## src/rtl/tgu_pkg.sv

```systemverilog
package tgu_pkg;
  typedef enum logic [1:0] {
    SRC_PIN     = 2'd0,
    SRC_OVF8    = 2'd1,
    SRC_MATCH_A = 2'd2,
    SRC_MATCH_B = 2'd3
  } gate_src_e;
endpackage

```

## src/rtl/tgu_source.sv

```systemverilog
module tgu_source #(
  parameter int SYNC_STAGES = 2
) (
  input  logic       clk,
  input  logic       rst,
  input  logic       gate_pin,
  input  logic       ovf8_evt,
  input  logic       match_a_evt,
  input  logic       match_b_evt,
  input  logic [1:0] src_sel,
  input  logic       gate_pol,
  output logic       pol_sig
);
  import tgu_pkg::*;

  logic [SYNC_STAGES-1:0] sync_q;
  logic                   raw_src;
  gate_src_e              sel_e;

  // pin resynchronizer chain
  generate
    for (genvar i = 0; i < SYNC_STAGES; i++) begin : g_sync
      if (i == 0) begin : g_first
        always_ff @(posedge clk) begin
          if (rst) sync_q[0] <= 1'b0;
          else     sync_q[0] <= gate_pin;
        end
      end else begin : g_rest
        always_ff @(posedge clk) begin
          if (rst) sync_q[i] <= 1'b0;
          else     sync_q[i] <= sync_q[i-1];
        end
      end
    end
  endgenerate

  assign sel_e = gate_src_e'(src_sel);

  always_comb begin
    unique case (sel_e)
      SRC_PIN:     raw_src = sync_q[SYNC_STAGES-1];
      SRC_OVF8:    raw_src = ovf8_evt;
      SRC_MATCH_A: raw_src = match_a_evt;
      default:     raw_src = match_b_evt;
    endcase
  end

  assign pol_sig = gate_pol ? raw_src : ~raw_src;
endmodule

```

## src/rtl/tgu_shape.sv

```systemverilog
module tgu_shape (
  input  logic clk,
  input  logic rst,
  input  logic pol_sig,
  input  logic toggle_en,
  input  logic spm_en,
  input  logic go_set,
  output logic shaped,
  output logic gate_lvl,
  output logic go_done
);
  logic pol_d, tog_q, shaped_d, run_q, go_q;
  logic src_rise, g_rise, g_fall, start;

  assign src_rise = pol_sig & ~pol_d;

  always_ff @(posedge clk) begin
    if (rst) begin
      pol_d    <= 1'b0;
      tog_q    <= 1'b0;
      shaped_d <= 1'b0;
    end else begin
      pol_d    <= pol_sig;
      shaped_d <= shaped;
      if (!toggle_en)    tog_q <= 1'b0;
      else if (src_rise) tog_q <= ~tog_q;
    end
  end

  assign shaped = toggle_en ? tog_q : pol_sig;
  assign g_rise = shaped & ~shaped_d;
  assign g_fall = ~shaped & shaped_d;
  assign start  = go_q & ~run_q & g_rise;

  always_ff @(posedge clk) begin
    if (rst || !spm_en) begin
      run_q <= 1'b0;
      go_q  <= 1'b0;
    end else if (run_q && g_fall) begin
      run_q <= 1'b0;
      go_q  <= 1'b0;
    end else begin
      if (start)  run_q <= 1'b1;
      if (go_set) go_q  <= 1'b1;
    end
  end

  assign gate_lvl = spm_en ? (shaped & (run_q | start)) : shaped;
  assign go_done  = go_q;

  // flip-flop held clear while toggle mode is off
  a_r7_toggle_clear: assert property (@(posedge clk) disable iff (rst)
    !toggle_en |=> !tog_q);
  // disabling single-pulse mode drops the arm flag
  a_r11_go_needs_spm: assert property (@(posedge clk) disable iff (rst)
    !spm_en |=> !go_q);
  // the arm flag only drops on a trailing edge of a running window or a mode clear
  a_r9_go_fall_cause: assert property (@(posedge clk) disable iff (rst)
    (go_q && spm_en && !(run_q && g_fall)) |=> go_q);
endmodule

```

## src/rtl/tgu_counter.sv

```systemverilog
module tgu_counter #(
  parameter int CNT_W = 16
) (
  input  logic             clk,
  input  logic             rst,
  input  logic             en,
  output logic [CNT_W-1:0] cnt
);
  logic [CNT_W-1:0] cnt_q;

  always_ff @(posedge clk) begin
    if (rst)     cnt_q <= '0;
    else if (en) cnt_q <= cnt_q + 1'b1;
  end

  assign cnt = cnt_q;

  // no advance without an enable
  a_r5_hold_when_idle: assert property (@(posedge clk) disable iff (rst)
    !en |=> cnt_q == $past(cnt_q));
  // one step per enabled cycle
  a_r5_single_step: assert property (@(posedge clk) disable iff (rst)
    en |=> cnt_q == $past(cnt_q) + 1'b1);
endmodule

```

## src/rtl/tmr_gate_unit.sv

```systemverilog
module tmr_gate_unit #(
  parameter int CNT_W       = 16,
  parameter int SYNC_STAGES = 2,
  parameter int SEL_W       = 2
) (
  input  logic             clk,
  input  logic             rst,
  input  logic             gate_pin,
  input  logic             ovf8_evt,
  input  logic             match_a_evt,
  input  logic             match_b_evt,
  input  logic [SEL_W-1:0] src_sel,
  input  logic             gate_pol,
  input  logic             gate_en,
  input  logic             toggle_en,
  input  logic             spm_en,
  input  logic             go_set,
  output logic             gate_enable_o,
  output logic             go_done_o,
  output logic             gate_val_o,
  output logic [CNT_W-1:0] count_o
);
  logic pol_sig, shaped, gate_lvl, go_done;
  logic en_q, val_q;

  tgu_source #(.SYNC_STAGES(SYNC_STAGES)) u_src (
    .clk(clk), .rst(rst), .gate_pin(gate_pin), .ovf8_evt(ovf8_evt),
    .match_a_evt(match_a_evt), .match_b_evt(match_b_evt),
    .src_sel(src_sel), .gate_pol(gate_pol), .pol_sig(pol_sig)
  );

  tgu_shape u_shape (
    .clk(clk), .rst(rst), .pol_sig(pol_sig), .toggle_en(toggle_en),
    .spm_en(spm_en), .go_set(go_set), .shaped(shaped),
    .gate_lvl(gate_lvl), .go_done(go_done)
  );

  always_ff @(posedge clk) begin
    if (rst) begin
      en_q  <= 1'b0;
      val_q <= 1'b0;
    end else begin
      en_q  <= gate_en ? gate_lvl : 1'b1;
      val_q <= shaped;
    end
  end

  tgu_counter #(.CNT_W(CNT_W)) u_cnt (
    .clk(clk), .rst(rst), .en(en_q), .cnt(count_o)
  );

  assign gate_enable_o = en_q;
  assign gate_val_o    = val_q;
  assign go_done_o     = go_done;

  // master enable clear means free counting
  a_r3_free_run: assert property (@(posedge clk) disable iff (rst)
    !gate_en |=> gate_enable_o);
  // an unarmed single-pulse mode never enables the counter
  a_r8_no_arm_no_count: assert property (@(posedge clk) disable iff (rst)
    (gate_en && spm_en && !go_done_o) |=> !gate_enable_o);
endmodule

```

## config.mk

```make
export PLATFORM = sky130hd
export DESIGN_NAME = tmr_gate_unit
export DESIGN_NICKNAME = d
export VERILOG_FILES = /design/src/rtl/tgu_pkg.sv /design/src/rtl/tgu_source.sv /design/src/rtl/tgu_shape.sv /design/src/rtl/tgu_counter.sv /design/src/rtl/tmr_gate_unit.sv
export SDC_FILE = /design/constraint.sdc
export NUM_CORES = 1
export LEC_CHECK = 0
export BUFFER_PORTS_ARGS = -buffer_cell sky130_fd_sc_hd__clkbuf_2
export CAP_MARGIN = 15
export CORE_MARGIN = 3
export CORE_UTILIZATION = 55
export CTS_BUF_LIST = sky130_fd_sc_hd__clkbuf_4 sky130_fd_sc_hd__clkbuf_8
export DETAILED_ROUTE_END_ITERATION = 8
export HOLD_SLACK_MARGIN = 0.08
export PLACE_DENSITY = 0.85
export SLEW_MARGIN = 5
export SYNTH_ARGS = -nofsm -noshare
export SYNTH_HDL_FRONTEND = slang
export SYNTH_SLANG_ARGS = --single-unit
```

## constraint.sdc

```tcl
create_clock -name clk -period 4.1 [get_ports clk]
set_input_delay 0.82 -clock clk [delete_from_list [all_inputs] [get_ports clk]]
set_output_delay 0.82 -clock clk [all_outputs]
set_load 0.005 [all_outputs]
```

==> results.py <==
metrics = {
    "cells_and_area": {
        "fin_nets": 158,
        "fillCellCount": 151,
        "area_delta_synth_final_pct": 22.13,
        "antenna-diode-count": 0,
        "register_area_sq_um": 480.5,
        "drive_gt1_frac": 0.3007,
        "multiInputGateArea_sq_um": 546.8,
    },
    "setup_path": {
        "cp_num_buf_inv": 1,
        "worstPathMaxFanout": 5,
        "r2r_setup_slack_ns": 2.42,
        "path_class": "in -> reg",
        "worstSetupEndpointType": "flip-flop",
        "cp_cell_sequence": "clkbuf_2, mux4_2, xnor2_2, a21boi_2, o32ai_2",
        "required_ns": 4.34,
        "critPathTopFamily": "multiplexers",
        "cp_slowest_cell": "mux4_2",
        "cp.arrival_ns": 2.06,
        "setup.worst_path.start_class": "input pin",
        "critPathMaxStageDelay_ns": 0.52,
    },
    "timing": {
        "setup_tns_ns": 0,
        "worst_pin_slew_ns": 0.4628,
        "finalHoldViolCount": 0,
        "relSlewSlack": 0.6915,
        "rsz0062_at_grt": "no",
        "max_freq_mhz": 550.0,
        "setup_viol": 0,
        "fin_crit_ns": 1.818,
        "drv_slew": 0,
        "clock_skew_ns": 0.01080,
        "finalCritPeriodShare": 0.4434,
        "post-route-worst-setup-slack_ns": 2.282,
    },
    "clocking": {
        "cts_max_level": 1,
        "clk_pin_slew_ns": 0.14,
        "cts_resized": 0,
        "cts_inserted_buffers": 3,
        "post_cts_buffers": 0,
        "clock_latency_ns": 0.31,
        "cts_max_path_buffers": 2,
        "clock-sinks": 24,
        "cts_tree": "done",
        "hold_buffers": 0,
        "root_buffer": "clkbuf_4",
    },
    "die": {
        "die_area_sq_um": 2461,
        "core_sq_um": 1764,
        "ios": 32,
        "dieWidth_um": 49.61,
        "fp.dieH_um": 49.61,
        "start_util": 0.5929,
        "fp-row-count": 15,
    },
    "detailed_routing": {
        "dr.pass1.iters": 4,
        "vias_per_cell": 5.399,
        "wl_per_cell_um": 12.71,
        "wirelength_um": 2136,
        "ant_nets": 0,
        "vias": 907,
        "drcViolationCount": 0,
        "drt-initial-drc-count": 3,
    },
    "synthesis": {
        "synth_common_cells": "24 x dfxtp_1, 12 x nor2_1, 9 x nand2_1, 7 x a21oi_1, 7 x xor2_1",
        "ys_seq_area_frac": 0.4593,
        "synth_area_leaders": "dfxtp_1 46%, xor2_1 5.9%, nor2_1 4.3%",
        "synthCells": 110,
        "netlist.top_cell.by_area": "dfxtp_1",
        "yosys_warnings": 0,
        "synthArstFlopShare": 0,
        "netlist.area_leader.share": 0.4593,
        "yosysMostFrequentCell": "dfxtp_1",
        "avgSynthCellArea_sq_um": 9.509,
        "synth.distinct_cells": 34,
        "yosys_most_used_dff": "dfxtp_1",
        "syn_nets": 124,
        "synth_area_sq_um": 1046,
        "synth-edff-count": 0,
        "synth_seq_cells": 24,
    },
    "outcome": {
        "status": "finished, final reports clean",
    },
    "grt": {
        "grt_pass1_wl_um": 3705,
        "grt.overflow.total": 0,
        "grt_usage": 0.1885,
        "grt_start_max_net_pins": 25,
        "grt_pass1_vias": 863,
        "grt_antenna_before_repair": 0,
    },
    "flow_run": {
        "drv_cap": 0,
    },
    "pwr": {
        "p_leak_nw": 0.5418,
        "power_density_nw_per_um2": 353.9,
        "peakVddDrop_v": 0.0002988,
    },
    "place": {
        "io_buffers": 31,
        "dp_hpwl_um": 1578,
        "place_ws_ns": 1.940,
        "gp_congestion": 0.7035,
    },
    "min_path": {
        "hold_path_class": "reg -> reg",
    },
}
-- area by class of cell --
| class | count | share of cell area |
|---|---|---|
| multi-input cells | 81 | 0.4280 |
| flip-flops and latches | 24 | 0.3761 |
| repair buffers | 31 | 0.1214 |
| well taps | 25 | 0.02449 |
| clock inverters | 1 | 0.02351 |
| clock buffers | 3 | 0.01763 |
| inverters | 3 | 0.008815 |
-- path summary, 6_finish.rpt --
kind              startpoint               to  cells after the start
max reg2reg     u_cnt.cnt[0]    u_cnt.cnt[12]                      5
min reg2reg  u_src.sync_q[0]  u_src.sync_q[1]                      1
max               src_sel[0]    u_shape.run_q                      5
min          u_src.sync_q[0]  u_src.sync_q[1]                      1
-- through the flow --
| step | cells | cell area, sq um | utilization | hold WS, ns | power [mW] |
|---|---|---|---|---|---|
| after global placement | 164 | 1225 | 0.6943 | 0.4169 | 0.2861 |
| after detailed placement | 164 | 1225 | 0.6943 | 0.4270 | 0.2882 |
| after CTS | 168 | 1277 | 0.7241 | 0.4578 | 0.4547 |
| after floorplan | 110 | 1046 | - | 0.4138 | 0.2731 |
| after global routing | 168 | 1277 | 0.7241 | 0.4774 | 0.4695 |
| final | 168 | 1277 | 0.7241 | 0.4581 | 0.4521 |
-- layer usage --
layer	up-vias	track usage	wire, um
met5	-	0	0
met4	0	0.08756	33
met3	4	0.03021	87
met2	20	0.3304	1107
met1	431	0.2218	907
li1	452	-	-
-- state kept, by name, indices dropped and copies added (netlist names) --
signal and count:
u_src.sync_q 2, u_shape.shaped_d 1, gate_enable_o 1, u_cnt.cnt 16, u_shape.run_q 1, u_shape.tog_q 1
u_shape.go_done 1, u_shape.pol_d 1
-- power breakdown --
group,internal (mW),leakage (nW),switching (mW)
combinational,0.0188,0.319,0.0177
clock,0.0988,0.0279,0.0702
sequential,0.240,0.195,0.00660
total,0.358,0.542,0.0945
-- placed cells by master (no fill, tap or decap), types with 4 or more instances in the layout --
master and n:
nor2_1 12, or3_1 4, o21ai_1 4, a21oi_1 7
xor2_1 7, clkbuf_2 31, and3_1 4, nand2_1 9
nor2b_1 4, dfxtp_1 24
-- kinds of logic after synthesis --
group	share of synthesized area
DFF	0.4593
and+or+nand+nor	0.2655
adders and majority gates	0.01196
muxes	0.03110
AOI/OAI and AO/OA	0.1148
buffers and inverters	0.01794
xor gates and xnor gates	0.09929
No activity file was read; power rests on OpenSTA's default activity.
